[config.mk]
export PLATFORM = sky130hd
export DESIGN_NAME = trace_window
export DESIGN_NICKNAME = d
export VERILOG_FILES = /design/src/rtl/trwin_pkg.sv /design/src/rtl/trwin_qual.sv /design/src/rtl/trwin_lock_fsm.sv /design/src/rtl/trwin_ptr.sv /design/src/rtl/trwin_store.sv /design/src/rtl/trace_window.sv
export SDC_FILE = /design/constraint.sdc
export NUM_CORES = 2
export LEC_CHECK = 0
export BUFFER_PORTS_ARGS = -buffer_cell sky130_fd_sc_hd__buf_2
export CORE_MARGIN = 2
export CORE_UTILIZATION = 30
export CTS_CLUSTER_DIAMETER = 150
export DETAILED_ROUTE_END_ITERATION = 10
export GPL_ROUTABILITY_DRIVEN = 0
export PLACE_DENSITY_LB_ADDON = 0.12
export SYNTH_ARGS = -nofsm -noshare
export SYNTH_HDL_FRONTEND = slang
export SYNTH_SLANG_ARGS = --single-unit
[constraint.sdc]
create_clock -name clk -period 2.5 [get_ports clk]
set_input_delay 0.375 -clock clk [delete_from_list [all_inputs] [get_ports clk]]
set_output_delay 0.375 -clock clk [all_outputs]
set_load 0.01 [all_outputs]
[src/rtl/trwin_pkg.sv]
package trwin_pkg;
    typedef enum logic [0:0] {
        LK_CLOSED = 1'b0,
        LK_OPEN   = 1'b1
    } lock_state_t;
endpackage

[src/rtl/trwin_qual.sv]
module trwin_qual #(
    parameter int SRC_N = 2
) (
    input  logic             bus_rd,
    input  logic             bus_wr,
    input  logic             bus_word,
    input  logic             bus_odd,
    input  logic             armed,
    input  logic             secured,
    input  logic [SRC_N-1:0] src_en,
    input  logic             is_open,
    output logic             rd_ok,
    output logic             unlock_ok
);
    logic aligned_word;

    always_comb begin
        aligned_word = bus_word && !bus_odd;
        rd_ok        = bus_rd && aligned_word && is_open && !secured
                       && !armed && (|src_en);
        unlock_ok    = bus_wr && aligned_word && !armed;
    end
endmodule

[src/rtl/trwin_lock_fsm.sv]
module trwin_lock_fsm
    import trwin_pkg::*;
(
    input  logic clk,
    input  logic rst_n,
    input  logic armed,
    input  logic unlock_ok,
    output logic is_open
);
    lock_state_t state_q, state_d;

    always_ff @(posedge clk or negedge rst_n) begin
        if (!rst_n) state_q <= LK_CLOSED;
        else        state_q <= state_d;
    end

    always_comb begin
        state_d = state_q;
        unique case (state_q)
            LK_CLOSED: begin
                if (!armed && unlock_ok) state_d = LK_OPEN;   // UNLOCK
            end
            LK_OPEN: begin
                if (armed) state_d = LK_CLOSED;               // ARM_LOCK
            end
            default: state_d = LK_CLOSED;
        endcase
    end

    always_comb begin
        is_open = (state_q == LK_OPEN);
    end
endmodule

[src/rtl/trwin_ptr.sv]
module trwin_ptr #(
    parameter int DEPTH = 64,
    parameter int WPE   = 4,
    localparam int AW   = (DEPTH > 1) ? $clog2(DEPTH) : 1,
    localparam int WW   = (WPE > 1) ? $clog2(WPE) : 1
) (
    input  logic          clk,
    input  logic          rst_n,
    input  logic          adv,
    input  logic          clr,
    output logic [AW-1:0] entry_q,
    output logic [WW-1:0] word_q
);
    localparam logic [AW-1:0] LAST_E = AW'(DEPTH - 1);
    localparam logic [WW-1:0] LAST_W = WW'(WPE - 1);

    always_ff @(posedge clk or negedge rst_n) begin
        if (!rst_n) begin
            entry_q <= '0;
            word_q  <= '0;
        end else if (clr) begin
            entry_q <= '0;
            word_q  <= '0;
        end else if (adv) begin
            if (word_q == LAST_W) begin
                word_q  <= '0;
                entry_q <= (entry_q == LAST_E) ? '0 : entry_q + AW'(1);
            end else begin
                word_q  <= word_q + WW'(1);
            end
        end
    end
endmodule

[src/rtl/trwin_store.sv]
module trwin_store #(
    parameter int DEPTH   = 64,
    parameter int ENTRY_W = 64,
    parameter int BUS_W   = 16,
    localparam int WPE    = ENTRY_W / BUS_W,
    localparam int AW     = (DEPTH > 1) ? $clog2(DEPTH) : 1,
    localparam int WW     = (WPE > 1) ? $clog2(WPE) : 1
) (
    input  logic               clk,
    input  logic               tp_we,
    input  logic [AW-1:0]      tp_addr,
    input  logic [ENTRY_W-1:0] tp_data,
    input  logic [AW-1:0]      rd_entry,
    input  logic [WW-1:0]      rd_word,
    output logic [BUS_W-1:0]   word_out
);
    logic [ENTRY_W-1:0] mem [DEPTH];
    logic [ENTRY_W-1:0] cur;
    logic [BUS_W-1:0]   piece [WPE];

    always_ff @(posedge clk) begin
        if (tp_we) mem[tp_addr] <= tp_data;
    end

    assign cur = mem[rd_entry];

    for (genvar g = 0; g < WPE; g++) begin : g_piece
        assign piece[g] = cur[ENTRY_W-1-g*BUS_W -: BUS_W];
    end

    assign word_out = piece[rd_word];
endmodule

[src/rtl/trace_window.sv]
module trace_window #(
    parameter int DEPTH   = 64,
    parameter int ENTRY_W = 64,
    parameter int BUS_W   = 16,
    parameter int SRC_N   = 2,
    localparam int WPE    = ENTRY_W / BUS_W,
    localparam int AW     = (DEPTH > 1) ? $clog2(DEPTH) : 1,
    localparam int WW     = (WPE > 1) ? $clog2(WPE) : 1
) (
    input  logic               clk,
    input  logic               rst_n,
    input  logic               bus_rd,
    input  logic               bus_wr,
    input  logic               bus_word,
    input  logic               bus_odd,
    input  logic               armed,
    input  logic               secured,
    input  logic [SRC_N-1:0]   src_en,
    input  logic               tp_we,
    input  logic [AW-1:0]      tp_addr,
    input  logic [ENTRY_W-1:0] tp_data,
    output logic [BUS_W-1:0]   rd_data
);
    logic          is_open;
    logic          rd_ok;
    logic          unlock_ok;
    logic [AW-1:0] ptr_entry;
    logic [WW-1:0] ptr_word;
    logic [BUS_W-1:0] sel_word;

    trwin_qual #(.SRC_N(SRC_N)) qual_i (
        .bus_rd(bus_rd), .bus_wr(bus_wr), .bus_word(bus_word),
        .bus_odd(bus_odd), .armed(armed), .secured(secured),
        .src_en(src_en), .is_open(is_open),
        .rd_ok(rd_ok), .unlock_ok(unlock_ok)
    );

    trwin_lock_fsm lock_i (
        .clk(clk), .rst_n(rst_n), .armed(armed),
        .unlock_ok(unlock_ok), .is_open(is_open)
    );

    trwin_ptr #(.DEPTH(DEPTH), .WPE(WPE)) ptr_i (
        .clk(clk), .rst_n(rst_n), .adv(rd_ok), .clr(unlock_ok),
        .entry_q(ptr_entry), .word_q(ptr_word)
    );

    trwin_store #(.DEPTH(DEPTH), .ENTRY_W(ENTRY_W), .BUS_W(BUS_W)) store_i (
        .clk(clk), .tp_we(tp_we), .tp_addr(tp_addr), .tp_data(tp_data),
        .rd_entry(ptr_entry), .rd_word(ptr_word), .word_out(sel_word)
    );

    assign rd_data = rd_ok ? sel_word : '0;
endmodule

==> qor.txt <==
Ys flop type -> edfxtp_1
Pre-Repair DR Iteration Count -> 5
Full die area -> 535000 um^2
CTS sink count -> 4105
Via density -> 5.291
Reg area -> 123200 um^2
Antenna violations before repair -> 66
# DRC -> 0
Clock group share of total power -> 40.4%
Internal power -> 123.3 mW
Ports -> 97
Switching pwr -> 38.22 mW
Slew @ Worst Pin -> 1.135 ns
Routed wire per std cell -> 37.63 um
Met2 Use GR -> 36.47%
Worst Setup End Kind -> output port
Number of distinct library cells after synthesis -> 71
Area Growth Syn to Fin -> 25.33%
Final-stage net count -> 8794
Die Width -> 731.5 um
CORE AREA -> 527800 um^2
DRT antenna net count -> 0
TritonCTS clock tree -> done
Combinational share of power -> 12.4%
Die Ht -> 731.5 um
Mapped Avg Cell Area -> 22.12 um^2
Violated checks -> setup timing
Final wirelength -> 604900 um
Synthesis-stage register bit count -> 4105
Skew final -> 0.01598 ns
Startpoint types -> flip-flop
Largest net degree at the start of global routing -> 65
Sw Share -> 23.66%
Multi-input logic area -> 34610 um^2
Slew headroom -> 24.32%
Max-cap violations -> 0
Number of buffers created by CTS -> 453
Initial Util -> 30.08%
Ys async rst share -> 0.2192%
HPWL Detailed -> 387300 um
LEAKAGE -> 63.12 nW
Status -> complete, but fails checks
Fillers -> 47882
Clk_lat worst skew -> 1.04 ns
Fin. Hold Viols -> 0
Worst Path Buf+Inv -> 6
Register share of total power -> 47.3%
Post-synth EDFFs -> 4096
Synth top area cells -> edfxtp_1, mux4_2, mux2i_1
Share of cells above drive strength 1 -> 36.60%
Sequential share of the synthesized area -> 77.62%
Cells after synthesis -> 7178
Slowest-stage cell, CP -> mux4_2
Busiest layer in global routing -> met2
Clock Root Buffer -> clkbuf_16
Syn_nets -> 7261
Crit path DAT -> 4.45 ns
First-pass GRT wire length -> 798800 um
Num rows -> 267
Hold/Removal Path Class -> input pin to flip-flop
CTS max path bufs -> 4
Pins Over Slew Limit -> 0
Period utilization -> 193.1%
Htree depth -> 5
Top cell type by total area after synthesis -> edfxtp_1
Tot GR Track Use -> 21.91%
Total grt overflow -> 0
Final core utilization -> 37.70%
Reg clk slew, reported paths -> 0.06 ns
Violation count after the first detailed-route iteration -> 9582
Family with the most delay on the worst path -> buffers and inverters
Critical path data required time -> 2.12 ns
Global Route met3 Usage -> 2.581%
Vias in the first global route -> 86035
Min Clock Period, post-route -> 4.829 ns
CP peak stage delay -> 0.51 ns
PD cells -> 811.7 nW/um^2
Sum Neg Setup Slack -> -34.77 ns
CP Cell Sequence -> buf_12 -> buf_16 -> buf_16 -> buf_12 -> mux4_2 -> mux4_2 -> a22o_1 -> nor3_4 -> buf_6 -> o32ai_4 -> buf_2
Total Power -> 161.5 mW
Synth top area share -> 77.48%
Final-report setup violation count -> 16
Final instance area -> 199000 um^2
RSZ-0062 raised after global routing -> true
Fmax -> 0.2071 GHz
Syn Std Cell Area -> 158800 um^2
Vias -> 85050
Critical path class -> flip-flop to output port
Placed instance area -> 180200 um^2
Ys Warns -> 0
Buffers on Ports -> 96
CP max FO -> 8
GR Util met1 -> 31.07%
VDD IR max -> 0.6386 mV
Final setup margin -> -2.329 ns
cells in the final DEF, fill, tap and decap left out, types with 15 or more instances in the layout:
master and count:
a211o_1 15, a211oi_1 49, a211oi_2 35, a21oi_1 91
a221oi_1 39, a221oi_2 35, a22oi_1 106, a22oi_2 24
buf_12 445, buf_16 31, buf_2 86, buf_4 791
buf_6 63, bufinv_16 32, clkbuf_1 110, clkbuf_16 468
clkinv_1 116, clkinv_16 16, clkinv_2 69, dlygate4sd3_1 55
edfxtp_1 4096, mux2_2 133, mux2i_1 353, mux4_1 43
mux4_2 799, nand2_1 137, nand3_1 72, nand4_1 33
nor2_1 79, nor2_4 67, nor2b_1 24, nor3_1 62
o21ai_0 67, o21ai_1 26, o221ai_1 64
power groups by stage:
stage / clock network, mW / registers [mW] / logic (mW)
2_1_floorplan: 0 / 77.7 / 11.5
3_3_place_gp: 0 / 77.8 / 16.9
3_5_place_dp: 0 / 77.8 / 17.1
4_1_cts: 66.5 / 76.3 / 18.8
5_1_grt: 69.0 / 76.3 / 21.1
6_report: 65.2 / 76.3 / 20.0
cell type report:
class	count	area share [%]
Sequential cell	4105	61.94
Multi-Input combinational cell	2646	17.40
Clock buffer	563	5.905
Inverter	3	0.009432
Antenna cell	4	0.005031
Timing Repair Buffer	1502	9.067
Clock inverter	258	1.281
Tap cell	6994	4.398
metrics by stage:
step / cells / worst slack, ns / hold slack, ns
floorplan: 7178 / -0.5594 / 0.07941
global placement: 15067 / -2.423 / 0.3323
detailed placement: 15067 / -2.387 / 0.3333
CTS: 15996 / -2.430 / 0.001287
global route: 16072 / -2.377 / 0.05896
finish: 16075 / -2.329 / 0.07578
per-layer routing:
layer  part of all wire [%]  wire length [um]
met5                  0.023               137
met3                    5.2             31600
met4                    2.4             14420
met2                     48            291900
met1                     44            266800
Yosys cell counts, types with 15 or more instances:
library cell,instances
a211o_1,17
a211oi_1,88
a21oi_1,106
a221oi_1,68
a22oi_1,130
buf_1,26
buf_12,24
buf_2,118
buf_4,30
buf_6,46
buf_8,37
clkbuf_1,120
clkbuf_8,15
edfxtp_1,4096
mux2_2,133
mux2i_1,363
mux4_1,52
mux4_2,790
nand2_1,143
nand3_1,75
nand4_1,33
nor2_1,148
nor2b_1,26
nor3_1,81
nor4_1,25
o21ai_0,88
o221ai_1,68
o22ai_1,15
path summary, 6_finish.rpt:
path                            cells past startpoint              from  slack [ns]                   to
min in group asynchronous                           3             rst_n        0.49       lock_i.is_open
worst max register to register                     12  ptr_i.entry_q[0]        0.09     ptr_i.entry_q[3]
worst max-delay path                               11  ptr_i.entry_q[0]       -2.33          rd_data[12]
max in group asynchronous                           3             rst_n        1.34      ptr_i.word_q[0]
worst min-delay path                                1       tp_data[43]        0.08  store_i.mem[41][43]
worst min register to register                      3    lock_i.is_open        0.63       lock_i.is_open
state kept, by name, indices dropped and copies added, names as in the netlist:
name and flops:
ptr_i.entry_q 6, ptr_i.word_q 2, lock_i.is_open 1, store_i.mem 4096
cells by family after synthesis:
group / share of synthesized area, %
xor+xnor: 0.005518
mux: 15.30
buf+inv: 2.013
simple gates: 1.783
flops: 77.62
compound gates: 3.266
fa+ha+maj: 0.01576
repair_timing:
action,CTS,global route
gates cloned,9,15
setup buffers,45,74
hold endpoints to repair,1805,0
pin swaps,51,97
gates resized for setup,278,208
endpoints found under the setup margin,20,19
hold buffers,55,0
No activity file was read; power rests on OpenSTA's default activity.
